--- src/rtl/fbp_pkg.sv ---
package fbp_pkg;

    typedef enum logic [2:0] {
        ST_IDLE,
        ST_CONF,
        ST_SETUP,
        ST_FILL,
        ST_PROG
    } fbp_state_e;

    // status register bit positions seen by the host
    localparam int SR_READY = 7;
    localparam int SR_FAIL  = 4;
    localparam int SR_VOLT  = 3;
    localparam int SR_LOCK  = 1;
    localparam int SR_BUSY  = 0;

endpackage

--- src/rtl/fbp_wbuf.sv ---
// Word staging buffer: one write port indexed by the fill slot and one
// combinational read port indexed by the commit word.
module fbp_wbuf #(
    parameter int WORD_W = 16,
    parameter int DEPTH  = 32,
    localparam int AW    = $clog2(DEPTH)
) (
    input  logic              clk,
    input  logic              we,
    input  logic [AW-1:0]     widx,
    input  logic [WORD_W-1:0] wdata,
    input  logic [AW-1:0]     ridx,
    output logic [WORD_W-1:0] rdata
);

    logic [WORD_W-1:0] slot_q [DEPTH];

    for (genvar g = 0; g < DEPTH; g++) begin : g_slot
        always_ff @(posedge clk) begin
            if (we && (widx == AW'(g))) begin
                slot_q[g] <= wdata;
            end
        end
    end

    assign rdata = slot_q[ridx];

endmodule

--- src/rtl/fbp_addr_ctr.sv ---
// Block-relative array address counter: holds the selected block number and
// the word offset inside it; the offset wraps at the top of the block.
module fbp_addr_ctr #(
    parameter int ADDR_W    = 16,
    parameter int BLK_WORDS = 1024,
    localparam int OFF_W    = $clog2(BLK_WORDS),
    localparam int BLK_W    = ADDR_W - OFF_W
) (
    input  logic              clk,
    input  logic              rst_n,
    input  logic              load,
    input  logic [ADDR_W-1:0] load_addr,
    input  logic              step,
    output logic [BLK_W-1:0]  blk_o,
    output logic [OFF_W-1:0]  off_o
);

    typedef struct packed {
        logic [BLK_W-1:0] blk;
        logic [OFF_W-1:0] off;
    } ctr_t;

    ctr_t c_d, c_q;

    always_comb begin
        c_d = c_q;
        if (load) begin
            c_d.blk = load_addr[ADDR_W-1:OFF_W];
            c_d.off = load_addr[OFF_W-1:0];
        end else if (step) begin
            if (c_q.off == OFF_W'(BLK_WORDS - 1)) begin
                c_d.off = '0;
            end else begin
                c_d.off = c_q.off + OFF_W'(1);
            end
        end
    end

    always_ff @(posedge clk or negedge rst_n) begin
        if (!rst_n) begin
            c_q <= '0;
        end else begin
            c_q <= c_d;
        end
    end

    assign blk_o = c_q.blk;
    assign off_o = c_q.off;

endmodule

--- src/rtl/fbp_ctrl.sv ---
// Bulk buffered program controller: command pair decode, setup checks,
// 32-word fill / commit loop and host-visible status register.
module fbp_ctrl
    import fbp_pkg::*;
#(
    parameter int          ADDR_W      = 16,
    parameter int          WORD_W      = 16,
    parameter int          BLK_WORDS   = 1024,
    parameter int          BUF_WORDS   = 32,
    parameter int          PROG_CYC    = 4,
    parameter int          SETUP_CYC   = 8,
    parameter logic [15:0] CMD_SETUP   = 16'h0080,
    parameter logic [15:0] CMD_CONFIRM = 16'h00D0
) (
    input  logic              clk,
    input  logic              rst_n,
    input  logic              host_we,
    input  logic [ADDR_W-1:0] host_addr,
    input  logic [WORD_W-1:0] host_wdata,
    output logic [WORD_W-1:0] host_rdata,
    input  logic              blk_locked,
    input  logic              vpp_ok,
    output logic              arr_we,
    output logic [ADDR_W-1:0] arr_addr,
    output logic [WORD_W-1:0] arr_wdata
);

    localparam int OFF_W   = $clog2(BLK_WORDS);
    localparam int BLK_W   = ADDR_W - OFF_W;
    localparam int IDX_W   = $clog2(BUF_WORDS);
    localparam int CYC_MAX = (SETUP_CYC > PROG_CYC) ? SETUP_CYC : PROG_CYC;
    localparam int CNT_W   = $clog2(CYC_MAX + 1);

    typedef struct packed {
        fbp_state_e       st;
        logic [CNT_W-1:0] cnt;
        logic [IDX_W-1:0] idx;
        logic             err_fail;
        logic             err_volt;
        logic             err_lock;
    } ctl_t;

    ctl_t r_d, r_q;

    logic              buf_we;
    logic [WORD_W-1:0] buf_rdata;
    logic              ac_load;
    logic              ac_step;
    logic [BLK_W-1:0]  ac_blk;
    logic [OFF_W-1:0]  ac_off;
    logic              in_blk;
    logic              misaligned;
    fbp_state_e        st_q;

    assign st_q       = r_q.st;
    assign in_blk     = (host_addr[ADDR_W-1:OFF_W] == ac_blk);
    assign misaligned = (ac_off[IDX_W-1:0] != '0);

    always_comb begin
        r_d     = r_q;
        buf_we  = 1'b0;
        ac_load = 1'b0;
        ac_step = 1'b0;
        unique case (r_q.st)
            ST_IDLE: begin
                if (host_we && host_wdata == WORD_W'(CMD_SETUP)) begin
                    r_d.st = ST_CONF;
                end
            end
            ST_CONF: begin
                if (host_we) begin
                    if (host_wdata == WORD_W'(CMD_CONFIRM)) begin
                        r_d.st       = ST_SETUP;
                        r_d.cnt      = '0;
                        r_d.err_fail = 1'b0;
                        r_d.err_volt = 1'b0;
                        r_d.err_lock = 1'b0;
                        ac_load      = 1'b1;
                    end else begin
                        r_d.st = ST_IDLE;
                    end
                end
            end
            ST_SETUP: begin
                if (r_q.cnt == CNT_W'(SETUP_CYC - 1)) begin
                    r_d.err_lock = blk_locked;
                    r_d.err_volt = !vpp_ok;
                    r_d.err_fail = blk_locked || !vpp_ok || misaligned;
                    r_d.idx      = '0;
                    r_d.cnt      = '0;
                    if (blk_locked || !vpp_ok || misaligned) begin
                        r_d.st = ST_IDLE;
                    end else begin
                        r_d.st = ST_FILL;
                    end
                end else begin
                    r_d.cnt = r_q.cnt + CNT_W'(1);
                end
            end
            ST_FILL: begin
                if (host_we) begin
                    if (!in_blk) begin
                        r_d.st  = ST_IDLE;
                        r_d.idx = '0;
                    end else begin
                        buf_we = 1'b1;
                        if (r_q.idx == IDX_W'(BUF_WORDS - 1)) begin
                            r_d.st  = ST_PROG;
                            r_d.idx = '0;
                            r_d.cnt = '0;
                        end else begin
                            r_d.idx = r_q.idx + IDX_W'(1);
                        end
                    end
                end
            end
            ST_PROG: begin
                if (r_q.cnt == CNT_W'(PROG_CYC - 1)) begin
                    r_d.cnt = '0;
                    ac_step = 1'b1;
                    if (r_q.idx == IDX_W'(BUF_WORDS - 1)) begin
                        r_d.st  = ST_FILL;
                        r_d.idx = '0;
                    end else begin
                        r_d.idx = r_q.idx + IDX_W'(1);
                    end
                end else begin
                    r_d.cnt = r_q.cnt + CNT_W'(1);
                end
            end
            default: r_d.st = ST_IDLE;
        endcase
    end

    always_ff @(posedge clk or negedge rst_n) begin
        if (!rst_n) begin
            r_q <= '{st: ST_IDLE, default: '0};
        end else begin
            r_q <= r_d;
        end
    end

    fbp_wbuf #(
        .WORD_W (WORD_W),
        .DEPTH  (BUF_WORDS)
    ) u_wbuf (
        .clk   (clk),
        .we    (buf_we),
        .widx  (r_q.idx),
        .wdata (host_wdata),
        .ridx  (r_q.idx),
        .rdata (buf_rdata)
    );

    fbp_addr_ctr #(
        .ADDR_W    (ADDR_W),
        .BLK_WORDS (BLK_WORDS)
    ) u_actr (
        .clk       (clk),
        .rst_n     (rst_n),
        .load      (ac_load),
        .load_addr (host_addr),
        .step      (ac_step),
        .blk_o     (ac_blk),
        .off_o     (ac_off)
    );

    always_comb begin
        host_rdata           = '0;
        host_rdata[SR_READY] = (r_q.st == ST_IDLE) || (r_q.st == ST_CONF);
        host_rdata[SR_FAIL]  = r_q.err_fail;
        host_rdata[SR_VOLT]  = r_q.err_volt;
        host_rdata[SR_LOCK]  = r_q.err_lock;
        host_rdata[SR_BUSY]  = (r_q.st == ST_SETUP) || (r_q.st == ST_PROG);
    end

    assign arr_we    = (r_q.st == ST_PROG) && (r_q.cnt == '0);
    assign arr_addr  = {ac_blk, ac_off};
    assign arr_wdata = buf_rdata;

endmodule

--- config.mk ---
export PLATFORM = sky130hd
export DESIGN_NAME = fbp_ctrl
export DESIGN_NICKNAME = d
export VERILOG_FILES = /design/src/rtl/fbp_pkg.sv /design/src/rtl/fbp_wbuf.sv /design/src/rtl/fbp_addr_ctr.sv /design/src/rtl/fbp_ctrl.sv
export SDC_FILE = /design/constraint.sdc
export NUM_CORES = 1
export LEC_CHECK = 0
export ABC_AREA = 1
export BUFFER_PORTS_ARGS = -buffer_cell sky130_fd_sc_hd__buf_2
export CORE_UTILIZATION = 58
export CTS_BUF_LIST = sky130_fd_sc_hd__clkbuf_4
export DETAILED_ROUTE_END_ITERATION = 8
export GPL_ROUTABILITY_DRIVEN = 0
export PLACE_DENSITY = 0.78
export SLEW_MARGIN = 0
export SYNTH_ARGS = -nofsm -noshare
export SYNTH_HDL_FRONTEND = slang
export SYNTH_SLANG_ARGS = --single-unit
--- constraint.sdc ---
create_clock -name clk -period 2.6 [get_ports clk]
set_input_delay 0.13 -clock clk [delete_from_list [all_inputs] [get_ports clk]]
set_output_delay 0.13 -clock clk [all_outputs]
set_load 0.02 [all_outputs]
==> reports/metrics.csv <==
stage,metric,value,unit
drt,Detailed Route WL,69900,um
outcome,failing checks,setup timing,
synthesis,"EDFF count, synth",512,
worst_setup_path,Most common cell on crit path,nand2_1,
timing,FMAX,0.345,GHz
worst_setup_path,Critical Path Start,r_q[3],
worst_hold_path,WHS Endpoint,host_rdata[1],
synthesis,Synth area leaders,"edfxtp_1, nand2_1, nor2_1",
timing,period utilization,111,%
synthesis,mux share of post-synthesis cell area,0,%
timing,RSZ-0062 raised after global routing,true,
clock_tree,Root Driver,clkbuf_4,
synthesis,Main synth FF type,edfxtp_1,
pwr,combinational share of power,2.6,%
drt,ANT nets after route,0,
die,die height,201,um
finish,"commonest non-fill, non-tap cell in the layout",edfxtp_1,
worst_setup_path,FF-to-FF path depth,13,
outcome,status,finished with violations,
synthesis,asr flop ratio synth,5.71,%
worst_setup_path,r2r startpoint,r_q[4],
drt,Initial DRT Pass Iterations,7,
worst_setup_path,Setup crit end kind,output port,
synthesis,Synth Area in Compound Gates,6.34,%
pwr,Max IR drop VDD,0.569,mV
clock_tree,depth of the CTS H-tree,4,
worst_setup_path,WP data arrival,2.77,ns
worst_setup_path,CP peak stage delay,0.53,ns
worst_setup_path,r2r setup slk,0.16,ns
worst_hold_path,worst hold path startpoint,blk_locked,
clock_tree,deepest clock path buffer count,3,
pwr,Clock power frac,42.2,%
worst_setup_path,kind of critical path,reg -> out,
grt,vias in the first global route,17799,
timing,max-slew violations,0,
synthesis,post-synthesis cell type count,33,
synthesis,syn_area_per_cell,11.0,sq um
timing,crit path time final,2.90,ns
timing,Clock Skew,0.0501,ns
worst_setup_path,CP max FO,26,
clock_tree,clk_lat worst skew,0.85,ns
die,core area,38800,sq um
pwr,P_int,13.5,mW
grt,total congestion overflow,0,
synthesis,Syn. warnings,0,
synthesis,share of the synthesized area in the top cell type,67.1,%
synthesis,largest family of logic cells by synthesized area,simple AND/OR/NAND/NOR gates,
synthesis,Synth Area in Adders,0.546,%
die,die area,40300,sq um
finish,Layout area overhead,22.1,%
timing,setup TNS,-3.92,ns
worst_setup_path,slowest CP cell,dfrtp_4,
finish,highest-count cells in the layout ignoring fill and taps,"edfxtp_1, nand2_1, nor2_1",
synthesis,synthesized flop and latch total,543,
worst_hold_path,Min-Delay Path Depth,4,
die,row count,72,
finish,Final #Nets,2417,
synthesis,Post-Synth XOR/XNOR Area,0.0382,%
grt,global-route wire length before repair,102000,um
drt,vias per cell,6.06,
clock_tree,cts bufs inserted,138,
run,Max-cap violations,0,
pwr,Reg power frac,55.2,%
synthesis,register area share after synthesis,70.5,%
synthesis,cell count after synthesis,2081,
synthesis,largest area contributor in the netlist,edfxtp_1,
placement,# placed instances,2651,
pwr,power per cell area,620,nW/um^2
die,Initial Util,59.0,%
timing,worst-margin pin slew,0.761,ns
timing,"Hold Violations, Final",0,
finish,Post-Layout Cell Count,2993,
grt,GR Util All Layers,33.7,%
grt,largest net degree at the start of global routing,60,
pwr,Sw Ratio,21.9,%
timing,setup violators final,16,
clock_tree,CTS tree,built,
worst_setup_path,cell chain of the critical path,buf_12 -> inv_16 -> buf_16 -> nor2_1 -> o22ai_1 -> nand2_1 -> nand2_1 -> nor2_4 -> nor2_2 -> buf_4,
timing,fin worst setup slack,-0.296,ns
worst_setup_path,WP data required,2.47,ns
grt,met3 global-route usage,8.47,%
pwr,switching power,3.80,mW
grt,global routing's busiest layer,met2,
worst_setup_path,Startpoint Class,flip-flop,
die,die width,201,um
worst_setup_path,FF-to-FF End,st_q[2],
worst_hold_path,worst min path class,in -> reg,
finish,layout cell share with drive strength beyond 1,22.7,%
clock_tree,CTS sink cnt,543,
drt,via count,18151,
placement,placed wire-length estimate,34200,um
drt,initial DRC count,2202,
drt,DRC viols,0,
grt,met1 Use GR,42.9,%
timing,normalized max-slew margin,49.3,%
placement,IO Port Bufs,74,
grt,met2 usage,54.3,%
grt,initial antenna violation count,1,
pwr,Leakage,10.7,nW
synthesis,post-synthesis simple-gate area fraction,18.9,%
clock_tree,Clock Pin Slew Worst Setup and Hold Paths,0.07,ns
synthesis,Post-Syn Area,22900,sq um
die,io pins,86,
drt,WL/cell,23.4,um
==> power by group through the flow <==
| stage | clock network (mW) | logic, mW | registers (mW) |
|---|---|---|---|
| finish | 7.32 | 0.445 | 9.58 |
| global placement | 0 | 0.362 | 9.76 |
| floorplan | 0 | 0.158 | 9.77 |
| CTS | 7.35 | 0.425 | 9.58 |
| global route | 7.81 | 0.475 | 9.57 |
| detailed placement | 0 | 0.376 | 9.76 |
==> logic make-up (layout without fill, tap and decap cells) <==
group / Yosys count / in the layout
DFF: 543 / 543
and+or+nand+nor: 1071 / 1071
buffers and inverters: 174 / 557
other: 1 / 12
AOI/OAI and AO/OA: 281 / 281
xor gates and xnor gates: 1 / 1
adders and majority gates: 10 / 10
==> routing by layer <==
| layer | vias up | share of wire, % |
|---|---|---|
| met5 | - | 0 |
| met4 | 0 | 4.6 |
| met3 | 237 | 14 |
| met2 | 1507 | 47 |
| met1 | 8598 | 34 |
| li1 | 7809 | - |
==> critical path, delay by kind of cell, from the launching register on <==
kind,cells,cell delay [ns]
flip-flops,1,0.53
AND/OR/NAND/NOR,5,0.51
buffers and inverters,4,0.62
AO/OA/AOI/OAI,1,0.22
==> state kept, by name, summed over array words and instances, names as in the netlist <==
name	count
u_wbuf.slot_q	512
u_actr.blk_o	6
st_q	3
u_actr.off_o	10
host_rdata	3
r_q	9
==> worst max path at each step <==
stage	end	slack (ns)	depth (start not counted)
6_report	arr_wdata[4]	-0.30	10
5_1_grt	arr_wdata[5]	-0.35	10
4_1_cts	arr_wdata[14]	-0.28	12
3_5_place_dp	u_wbuf.slot_q[28][4]	0.22	10
3_3_place_gp	u_wbuf.slot_q[28][7]	0.32	10
2_1_floorplan	u_wbuf.slot_q[12][0]	0.12	9
==> synthesized netlist by cell type (all sizes together), types with 10 or more instances <==
| cell | instances |
|---|---|
| o21ai | 245 |
| o22ai | 29 |
| clkbuf | 53 |
| nand3 | 121 |
| inv | 51 |
| ha | 10 |
| buf | 67 |
| nand4 | 13 |
| nand2 | 460 |
| nor2 | 469 |
| edfxtp | 512 |
| dfrtp | 31 |
==> stage by stage <==
step	cell area, sq um	total power, mW	setup slack [ns]	hold WS [ns]	util, %
floorplan	22900	9.92	0.120	-0.166	-
global placement	24200	10.1	0.324	0.210	62.4
detailed placement	24200	10.1	0.217	0.220	62.4
CTS	27500	17.3	-0.277	0.111	70.8
global route	28000	17.9	-0.350	0.150	72.0
finish	28000	17.3	-0.296	0.163	72.0
==> layout make-up <==
type	count	area, sq um
diodes	1	2.50
clock buffers	194	1460
clock inverters	50	309
fillers	2511	10900
inverters	54	228
multi-input cells	1374	6450
flip-flops and latches	543	16200
well taps	518	648
repair buffers	257	2700
repair inverters	2	25.0
==> what timing repair did <==
item                       CTS  global route
setup endpoints to repair   16            58
hold buffers                56             0
cloned                      17             9
pin swaps                   14            19
setup buffers               15             1
hold endpoints to repair   570             0
gates resized for setup    132           101
(Power assumes the default switching activity.)
